[src/rtl/ecc_irq_pkg.sv]
package ecc_irq_pkg;
  localparam int unsigned ADDR_STATUS   = 0;
  localparam int unsigned ADDR_ENABLE   = 1;
  localparam int unsigned ADDR_CNT_BASE = 2;
endpackage

[src/rtl/ecc_irq_status.sv]
module ecc_irq_status #(
  parameter int unsigned NP = 4,
  localparam int unsigned SW = 2 * NP
) (
  input  logic          clk,
  input  logic          rst_n,
  input  logic [NP-1:0] err_evt,
  input  logic [NP-1:0] cor_evt,
  input  logic          stat_we,
  input  logic          en_we,
  input  logic [SW-1:0] wdata,
  output logic [SW-1:0] stat_q,
  output logic [SW-1:0] en_q,
  output logic          irq_err,
  output logic          irq_cor
);

  // Sticky merge: clear first, then new events win over the clear.
  function automatic logic [SW-1:0] w1c_merge(input logic [SW-1:0] cur,
                                              input logic [SW-1:0] clr_mask,
                                              input logic [SW-1:0] set_mask);
    return (cur & ~clr_mask) | set_mask;
  endfunction

  logic [SW-1:0] set_vec;
  logic [SW-1:0] clr_vec;
  logic [NP-1:0] err_hit;
  logic [NP-1:0] cor_hit;

  assign set_vec = {cor_evt, err_evt};
  assign clr_vec = stat_we ? wdata : '0;

  always_ff @(posedge clk or negedge rst_n) begin
    if (!rst_n) begin
      stat_q <= '0;
    end else begin
      stat_q <= w1c_merge(stat_q, clr_vec, set_vec);
    end
  end

  always_ff @(posedge clk or negedge rst_n) begin
    if (!rst_n) begin
      en_q <= '0;
    end else if (en_we) begin
      en_q <= wdata;
    end
  end

  assign err_hit = stat_q[NP-1:0]  & en_q[NP-1:0];
  assign cor_hit = stat_q[SW-1:NP] & en_q[SW-1:NP];
  assign irq_err = |err_hit;
  assign irq_cor = |cor_hit;

  AST_EVT_SETS: assert property (@(posedge clk) disable iff (!rst_n)
    (set_vec != '0) |=> ((stat_q & $past(set_vec)) == $past(set_vec)));
  AST_W1C_CLEARS: assert property (@(posedge clk) disable iff (!rst_n)
    stat_we |=> ((stat_q & $past(wdata & ~set_vec)) == '0));
  AST_STAT_HOLD: assert property (@(posedge clk) disable iff (!rst_n)
    (!stat_we && set_vec == '0) |=> $stable(stat_q));
  AST_EN_HOLD: assert property (@(posedge clk) disable iff (!rst_n)
    !en_we |=> $stable(en_q));

endmodule

[src/rtl/ecc_irq_counter.sv]
module ecc_irq_counter #(
  parameter int unsigned CNT_W = 8
) (
  input  logic             clk,
  input  logic             rst_n,
  input  logic             bump,
  input  logic             clr_req,
  output logic [CNT_W-1:0] cnt_q
);

  localparam logic [CNT_W-1:0] CNT_MAX = '1;

  // Clear applies first, then a pending event counts on top of it.
  function automatic logic [CNT_W-1:0] sat_next(input logic [CNT_W-1:0] cur,
                                                input logic             inc,
                                                input logic             clr);
    logic [CNT_W-1:0] base;
    base = clr ? '0 : cur;
    if (inc && base != CNT_MAX) begin
      return base + 1'b1;
    end
    return base;
  endfunction

  always_ff @(posedge clk or negedge rst_n) begin
    if (!rst_n) begin
      cnt_q <= '0;
    end else begin
      cnt_q <= sat_next(cnt_q, bump, clr_req);
    end
  end

  AST_NO_OVERFLOW: assert property (@(posedge clk) disable iff (!rst_n)
    (cnt_q == CNT_MAX && !clr_req) |=> (cnt_q == CNT_MAX));
  AST_CNT_STEP: assert property (@(posedge clk) disable iff (!rst_n)
    (bump && !clr_req && cnt_q != CNT_MAX) |=> (cnt_q == $past(cnt_q) + 1'b1));
  AST_CNT_CLEAR: assert property (@(posedge clk) disable iff (!rst_n)
    (clr_req && !bump) |=> (cnt_q == '0));
  AST_CLR_AND_EVT: assert property (@(posedge clk) disable iff (!rst_n)
    (clr_req && bump) |=> (cnt_q == CNT_W'(1)));

endmodule

[src/rtl/ecc_irq_unit.sv]
module ecc_irq_unit #(
  parameter int unsigned NUM_PERIPH = 4,
  parameter int unsigned CNT_W      = 8,
  parameter int unsigned DATA_W     = 32,
  parameter int unsigned ADDR_W     = 4
) (
  input  logic                  clk,
  input  logic                  rst_n,
  input  logic [NUM_PERIPH-1:0] ecc_err_evt,
  input  logic [NUM_PERIPH-1:0] ecc_cor_evt,
  input  logic                  reg_we,
  input  logic [ADDR_W-1:0]     reg_addr,
  input  logic [DATA_W-1:0]     reg_wdata,
  output logic [DATA_W-1:0]     reg_rdata,
  output logic                  irq_err,
  output logic                  irq_cor
);
  import ecc_irq_pkg::*;

  localparam int unsigned SW = 2 * NUM_PERIPH;

  logic                  sel_stat;
  logic                  sel_en;
  logic [NUM_PERIPH-1:0] sel_cnt;
  logic                  addr_hit;
  logic                  wr_zero;
  logic [SW-1:0]         stat_q;
  logic [SW-1:0]         en_q;
  logic [CNT_W-1:0]      cnt_q [NUM_PERIPH];

  assign sel_stat = (reg_addr == ADDR_W'(ADDR_STATUS));
  assign sel_en   = (reg_addr == ADDR_W'(ADDR_ENABLE));
  assign wr_zero  = (reg_wdata == '0);
  assign addr_hit = sel_stat | sel_en | (|sel_cnt);

  ecc_irq_status #(.NP(NUM_PERIPH)) u_status (
    .clk     (clk),
    .rst_n   (rst_n),
    .err_evt (ecc_err_evt),
    .cor_evt (ecc_cor_evt),
    .stat_we (reg_we & sel_stat),
    .en_we   (reg_we & sel_en),
    .wdata   (reg_wdata[SW-1:0]),
    .stat_q  (stat_q),
    .en_q    (en_q),
    .irq_err (irq_err),
    .irq_cor (irq_cor)
  );

  for (genvar g = 0; g < NUM_PERIPH; g++) begin : g_cnt
    assign sel_cnt[g] = (reg_addr == ADDR_W'(ADDR_CNT_BASE + g));
    ecc_irq_counter #(.CNT_W(CNT_W)) u_cnt (
      .clk     (clk),
      .rst_n   (rst_n),
      .bump    (ecc_err_evt[g] | ecc_cor_evt[g]),
      .clr_req (reg_we & sel_cnt[g] & wr_zero),
      .cnt_q   (cnt_q[g])
    );
  end

  always_comb begin
    reg_rdata = '0;
    if (sel_stat) reg_rdata[SW-1:0] = stat_q;
    if (sel_en)   reg_rdata[SW-1:0] = en_q;
    for (int i = 0; i < NUM_PERIPH; i++) begin
      if (sel_cnt[i]) reg_rdata[CNT_W-1:0] = cnt_q[i];
    end
  end

  AST_ERR_GATED: assert property (@(posedge clk) disable iff (!rst_n)
    (en_q[NUM_PERIPH-1:0] == '0) |-> !irq_err);
  AST_COR_GATED: assert property (@(posedge clk) disable iff (!rst_n)
    (en_q[SW-1:NUM_PERIPH] == '0) |-> !irq_cor);
  AST_UNMAPPED_ZERO: assert property (@(posedge clk) disable iff (!rst_n)
    !addr_hit |-> (reg_rdata == '0));
  AST_UNMAPPED_WR: assert property (@(posedge clk) disable iff (!rst_n)
    (reg_we && !addr_hit && ecc_err_evt == '0 && ecc_cor_evt == '0)
      |=> ($stable(stat_q) && $stable(en_q)));

endmodule

[config.mk]
export PLATFORM = sky130hd
export DESIGN_NAME = ecc_irq_unit
export DESIGN_NICKNAME = d
export VERILOG_FILES = /design/src/rtl/ecc_irq_pkg.sv /design/src/rtl/ecc_irq_status.sv /design/src/rtl/ecc_irq_counter.sv /design/src/rtl/ecc_irq_unit.sv
export SDC_FILE = /design/constraint.sdc
export NUM_CORES = 1
export LEC_CHECK = 0
export ABC_AREA = 1
export ABC_CLOCK_PERIOD_IN_PS = 4700
export BUFFER_PORTS_ARGS = -buffer_cell sky130_fd_sc_hd__buf_2
export CAP_MARGIN = 20
export CELL_PAD_IN_SITES_DETAIL_PLACEMENT = 0
export CELL_PAD_IN_SITES_GLOBAL_PLACEMENT = 1
export CORE_MARGIN = 4
export CORE_UTILIZATION = 35
export CTS_BUF_LIST = sky130_fd_sc_hd__clkbuf_16
export DETAILED_ROUTE_END_ITERATION = 10
export PLACE_DENSITY = 0.84
export SKIP_LAST_GASP = 1
export SYNTH_ARGS = -nofsm -noshare
export SYNTH_HDL_FRONTEND = slang
export SYNTH_SLANG_ARGS = --single-unit
[constraint.sdc]
create_clock -name clk -period 4.7 [get_ports clk]
set_clock_uncertainty 0.05 [all_clocks]
set_input_delay 0.235 -clock clk [delete_from_list [all_inputs] [get_ports clk]]
set_output_delay 0.235 -clock clk [all_outputs]
set_load 0.02 [all_outputs]
# Word-level counts from Yosys, hierarchy flattened
# Cells that the tools add are included.
# W data, S select, Z words.
[classes]
n_addsub = 4
n_mul = 0
div_mod_pow = 0
magnitude_cmp = 0
eq_ne = 9
shift = 0
mux = 23
bitwise_logic = 19
reduce_logical = 8
[ops]
columns = ["cell", "count"]
rows = [
  ["$mux W8", 19],
  ["$add A8 B1 Y8 const B", 4],
  ["$logic_not A32 Y1", 1],
  ["$ne A8 B8 Y1 const B", 4],
  ["$and A1 B1 Y1", 10],
  ["$and A4 B4 Y4", 2],
  ["$and A8 B8 Y8", 1],
  ["$eq A4 B2 Y1 const B", 2],
  ["$eq A4 B3 Y1 const B", 2],
  ["$not A8 Y8", 1],
  ["$or A8 B8 Y8", 1],
  ["$reduce_or A4 Y1", 2],
  ["$eq A4 B1 Y1 const B", 1],
  ["$logic_and A1 B1 Y1", 4],
  ["$logic_not A4 Y1", 1],
  ["$mux W1", 4],
  ["$or A1 B1 Y1", 4],
]
[word_totals]
ff_bits = 48
latch_bits = 0
ram_bits = 0
romBits = 0
inputBits = 47
output_inout_bits = 34
wordCells = 69
memories = 0

# Depth between registers and ports, before layout
[logic_depth]
word_depth = 8
mapped_depth = 17
ltp_nobuf = 16

# Modules after synthesis
# A second synthesis with hierarchy kept.
[hier_totals]
cells_unflattened = 565
area_unflattened_um2 = 3704.8
[by_module_without_submodules]
columns = ["mod", "instances", "cells_each", "area_per_inst_um2", "seq_area_each_um2"]
rows = [
  ["ecc_irq_counter", 4, 76, 529.3, 200.2],
  ["ecc_irq_unit", 1, 169, 883.3, 0.0],
  ["ecc_irq_status", 1, 92, 704.4, 400.4],
]

# Worst setup path after synthesis
# No wires, ideal clock.
[synth_timing]
path_type = "input -> register"
start = "in reg_addr[1]"
end = "reg g_cnt[1].u_cnt.cnt_q[3]"
setup_time_ns = 0.116
arrival_ns = 1.754
required_ns = 4.534
slack_ns = 2.780
cell_stages = 15
n_path_buf = 2
cell_sequence = "buf_4 -> nand3_2 -> nor2_1 -> nand2_1 -> buf_4 -> inv_1 -> nor2_1 -> ha_1 -> nand2_1 -> nor2_2 -> nand2_2 -> nand2_4 -> inv_2 -> nand2_1 -> nand2_1"
[synth_between]
elab_chain_len = 8
word_cells_on_any_way = 10
classes_between = "add/sub: 1; eq/ne: 2; mux: 4; bitwise: 2; reduce/logical: 1"
[synth_rtl]
columns = ["element", "line", "rtl"]
rows = [
  ["from (decl)", "ecc_irq_unit.sv:12", "input logic [ADDR_W-1:0] reg_addr,"],
  ["$eq A4 B2 Y1 *", "ecc_irq_unit.sv:51", "assign sel_cnt[g] = (reg_addr == ADDR_W'(ADDR_CNT_BASE + g));"],
  ["$and A1 B1 Y1 * (2 in series)", "ecc_irq_unit.sv:56", ".clr_req (reg_we & sel_cnt[g] & wr_zero),"],
  ["$mux W8 *", "ecc_irq_counter.sv:18", "base = clr ? '0 : cur;"],
  ["parallel branches: the longest is 3 deep, another holds $add A8 B1 Y8", "-", ""],
  ["$mux W8 *", "ecc_irq_counter.sv:22", "return base;"],
  ["to (signal assigned)", "ecc_irq_counter.sv:29", "cnt_q <= sat_next(cnt_q, bump, clr_req);"],
  ["to (decl)", "ecc_irq_counter.sv:8", "output logic [CNT_W-1:0] cnt_q"],
]
# Every way passes the cells marked *. The select of a mux whose other input is x is not followed.
# A chain may end at the register's enable or synchronous reset.

# Worst setup path after layout
[layout_timing]
start = "in reg_addr[2]"
end = "reg g_cnt[1].u_cnt.cnt_q[7]"
# Same word-level chain as after synthesis.

==> flow_summary_export.csv <==
group,metric,value,unit
place,port_buffers,56,
detailed_routing,drc,0,
critical_path,path_cells,"buf_2 > nor2_2 > nand3_2 > nor2_1 > nand2_1 > inv_1 > nor2_1 > ha_1 > nand2_1 > nor2_2 > nand2_2 > nand2_4 > inv_2 > nand2_1 > nand2_1",
cells_and_area,net_count_final,637,
cells_and_area,layout_common_cells,"176 x nand2_1, 72 x inv_1, 58 x nor2_1, 56 x buf_2, 48 x dfrtp_1",
cts,cts.repair.resized,0,
cts,cts.reportedPaths.clkPinSlew,70,ps
synthesis,synth.cell_area,0.00351,mm²
cts,clock-sinks,48,
cells_and_area,insertedDiodeCount,0,
critical_path,slowest_stage,"nor2_2",
critical_path,required,4880,ps
critical_path,critical_path.most_common_cell,"nand2_1",
sta,grt_setup_unrepaired,"no",
sta,final-setup-viol-count,0,
floorplan,chipWidth,108,µm
sta,finalWorstPathRequiredPeriod,2230,ps
sta,final-max-slew-violation-count,0,
critical_path,worst_setup_path_end_kind,"flip-flop",
global_routing,track_usage,15.6,%
global_routing,antenna_violations_before_repair,0,
detailed_routing,drt_wl_total,8930,µm
cells_and_area,layout.cells.most_common,"nand2_1",
power,p_leak,2.31,nW
critical_path,rr_startpoint,"g_cnt[0].u_cnt.cnt_q[1]",
cts,h-tree-depth,2,
detailed_routing,ant_nets,0,
power,sequentialPowerShare,40.7,%
critical_path,setup.worst_path.start_class,"input pin",
global_routing,global_route.overflow_total,0,
power,p_per_area,400,mW/mm²
sta,max-slew-margin-rel,57.0,%
synthesis,ys_types,28,
floorplan,core-area,0.00977,mm²
detailed_routing,detail_route.iter0.violations,144,
place,gpl_congestion,0.842,
synthesis,synth-seq-cells,48,
sta,timing.setup.tns,0,ps
sta,maximum_clock_frequency,448,MHz
floorplan,floorplan.die.height,108,µm
cells_and_area,post_route_cells_drive_above_1_share,15.3,%
critical_path,register_to_register_setup_slack,2980,ps
cells_and_area,final_cell_area,0.00398,mm²
synthesis,synth_largest_type_area_fraction,34.2,%
power,power_frac_clock,26.1,%
power,switching_share,38.5,%
place,standard_cell_area_after_detailed_placement,0.00380,mm²
power,internal-power,0.979,mW
power,worst_ir_drop_on_vdd,0.000263,V
cts,clk-insertion-delay-late,290,ps
cts,tritoncts_buffers,5,
critical_path,critical_path.top_delay_family,"simple AND/OR/NAND/NOR gates",
global_routing,grt_pass1_wl,14800,µm
global_routing,grt_pass1_vias,3125,
sta,worst_pin_slew,645,ps
critical_path,r2r.worst_path.cells,10,
sta,fin_crit_sh,47.5,%
cts,clock_path_buffers,2,
synthesis,netlist_instances,531,
critical_path,worst-path-buf-inv,3,
critical_path,worst_ep_arrival_time,2410,ps
hold_path,hold_path_class,"input pin to asynchronous set/reset pin",
cts,cts-hold-fix-buffers,0,
detailed_routing,detailedRoute.firstPassIterationCount,4,
floorplan,core.rowCount,36,
synthesis,netlist_top_cells_area,"dfrtp_1 34%, nand2_1 19%, inv_1 7.7%",
cts,clock_tree.root_cell,"clkbuf_16",
place,detailedPlacementHpwl,7140,µm
run,drv.max_cap_violation_count,0,
synthesis,synth_sequential_area_ratio,34.2,%
cells_and_area,areaGrowthSynthToFinish,13.2,%
floorplan,fp.dieArea,0.0117,mm²
synthesis,postSynthAreaPerCell,6.61,µm²
critical_path,worst-setup-path-type,"input pin to flip-flop",
detailed_routing,viasPerCell,4.58,
cts,cts_setup_buffers,0,
power,power_frac_comb,33.1,%
power,total_chip_power,1.59,mW
synthesis,ys_warn_count,0,
outcome,violated_checks,"hold timing",
outcome,run_status,"finished, violations left",
floorplan,initial_core_utilization,35.9,%
sta,finalHoldViolCount,9,
critical_path,worst_r2r_endpoint,"g_cnt[0].u_cnt.cnt_q[1]",
critical_path,critPathMaxFanout,13,
floorplan,boundaryPins,81,
place,place.detailed.instances,712,
detailed_routing,via_count,3294,
detailed_routing,average_wire_length_per_cell_after_detail_routing,12.4,µm
power,netSwitchingPower,0.614,mW
cells_and_area,layout.cells.non_filler,720,
critical_path,critical_path.max_stage_delay,410,ps
sta,fin_hold_ws,-22.3,ps
synthesis,synth_largest_area_cell,"dfrtp_1",
cts,tritoncts,"built",
global_routing,maximum_number_of_pins_on_one_net_before_global_route_repair,49,
Yosys cell counts:
cell type    n
nand2_1    176
inv_1       72
nor2_1      58
dfrtp_1     48
nand3_1     41
buf_4       26
o21ai_0     19
a21oi_1     11
nand4_1     10
o22ai_1     10
o21bai_1     8
nand2_4      6
xor2_1       6
nor2_2       5
buf_6        4
ha_1         4
inv_2        4
nand2_2      4
xnor2_1      4
o21ai_1      3
clkbuf_1     2
nand3_2      2
nor2_4       2
nor3_1       2
a211oi_1     1
conb_1       1
inv_4        1
nand4_2      1
logic make-up (layout without fill, tap and decap cells):
logic type | count (synthesis) | after routing | share of synthesized area [%]
flip-flops | 48 | 48 | 34.2
other | 1 | 24 | 0.107
adder cells (fa/ha/maj) | 4 | 4 | 1.43
buffers and inverters | 109 | 142 | 15.4
AO/OA/AOI/OAI | 52 | 52 | 8.41
AND/OR/NAND/NOR | 307 | 307 | 38.0
XOR/XNOR | 10 | 10 | 2.49
final cells by class:
| type | instances | area, µm² |
|---|---|---|
| Multi-Input combinational cell | 397 | 1860 |
| Tap cell | 133 | 166 |
| Clock buffer | 5 | 125 |
| Inverter | 77 | 292 |
| Fill cell | 1074 | 5800 |
| Timing Repair Buffer | 57 | 288 |
| Sequential cell | 48 | 1200 |
| Clock inverter | 3 | 46.3 |
worst max path at each step:
| stage | from | to | cells after the start |
|---|---|---|---|
| 6_report | reg_addr[2] | g_cnt[1].u_cnt.cnt_q[7] | 15 |
| 5_1_grt | reg_addr[2] | g_cnt[1].u_cnt.cnt_q[2] | 15 |
| 4_1_cts | reg_addr[2] | g_cnt[1].u_cnt.cnt_q[2] | 15 |
| 3_5_place_dp | reg_addr[2] | g_cnt[1].u_cnt.cnt_q[2] | 15 |
| 3_3_place_gp | reg_addr[2] | g_cnt[1].u_cnt.cnt_q[0] | 15 |
| 2_1_floorplan | reg_addr[1] | g_cnt[1].u_cnt.cnt_q[3] | 15 |
worst register-to-register path, cell delays in order (launching register included):
cell,delay [ps]
dfrtp_1,340
inv_1,60
a21oi_1,230
ha_1,230
nand2_1,70
nor2_2,210
nand2_1,120
nand2_4,140
inv_4,70
nand2_1,60
nand2_1,40
metrics by stage:
stage	setup WS (ps)	hold slack, ps	util (%)
2_1_floorplan	2780	-111	-
3_3_place_gp	2200	338	38.9
3_5_place_dp	2180	335	38.9
4_1_cts	2480	27.1	40.7
5_1_grt	2250	58.3	40.7
6_report	2470	-22.3	40.7
metal layers:
layer | vias up | track usage (%) | part of all wire [%]
li1 | 1720 | - | -
met1 | 1505 | 21.5 | 46
met2 | 64 | 26.6 | 49
met3 | 5 | 2.39 | 4.6
met4 | 0 | 2.16 | 0.49
met5 | - | 0 | 0
state kept, by name, indices dropped and copies added (netlist names):
name               count
u_status.en_q          8
u_status.stat_q        8
g_cnt.u_cnt.cnt_q     32
power by group through the flow:
stage                     logic, mW  clock network, mW  registers [mW]
after global placement        0.517                  0           0.654
final                         0.528              0.416           0.649
after detailed placement      0.528                  0           0.654
after floorplan               0.432                  0           0.610
after global routing          0.610              0.444           0.666
after CTS                     0.530              0.426           0.648
Note: power is estimated with default switching activity, not from simulation.
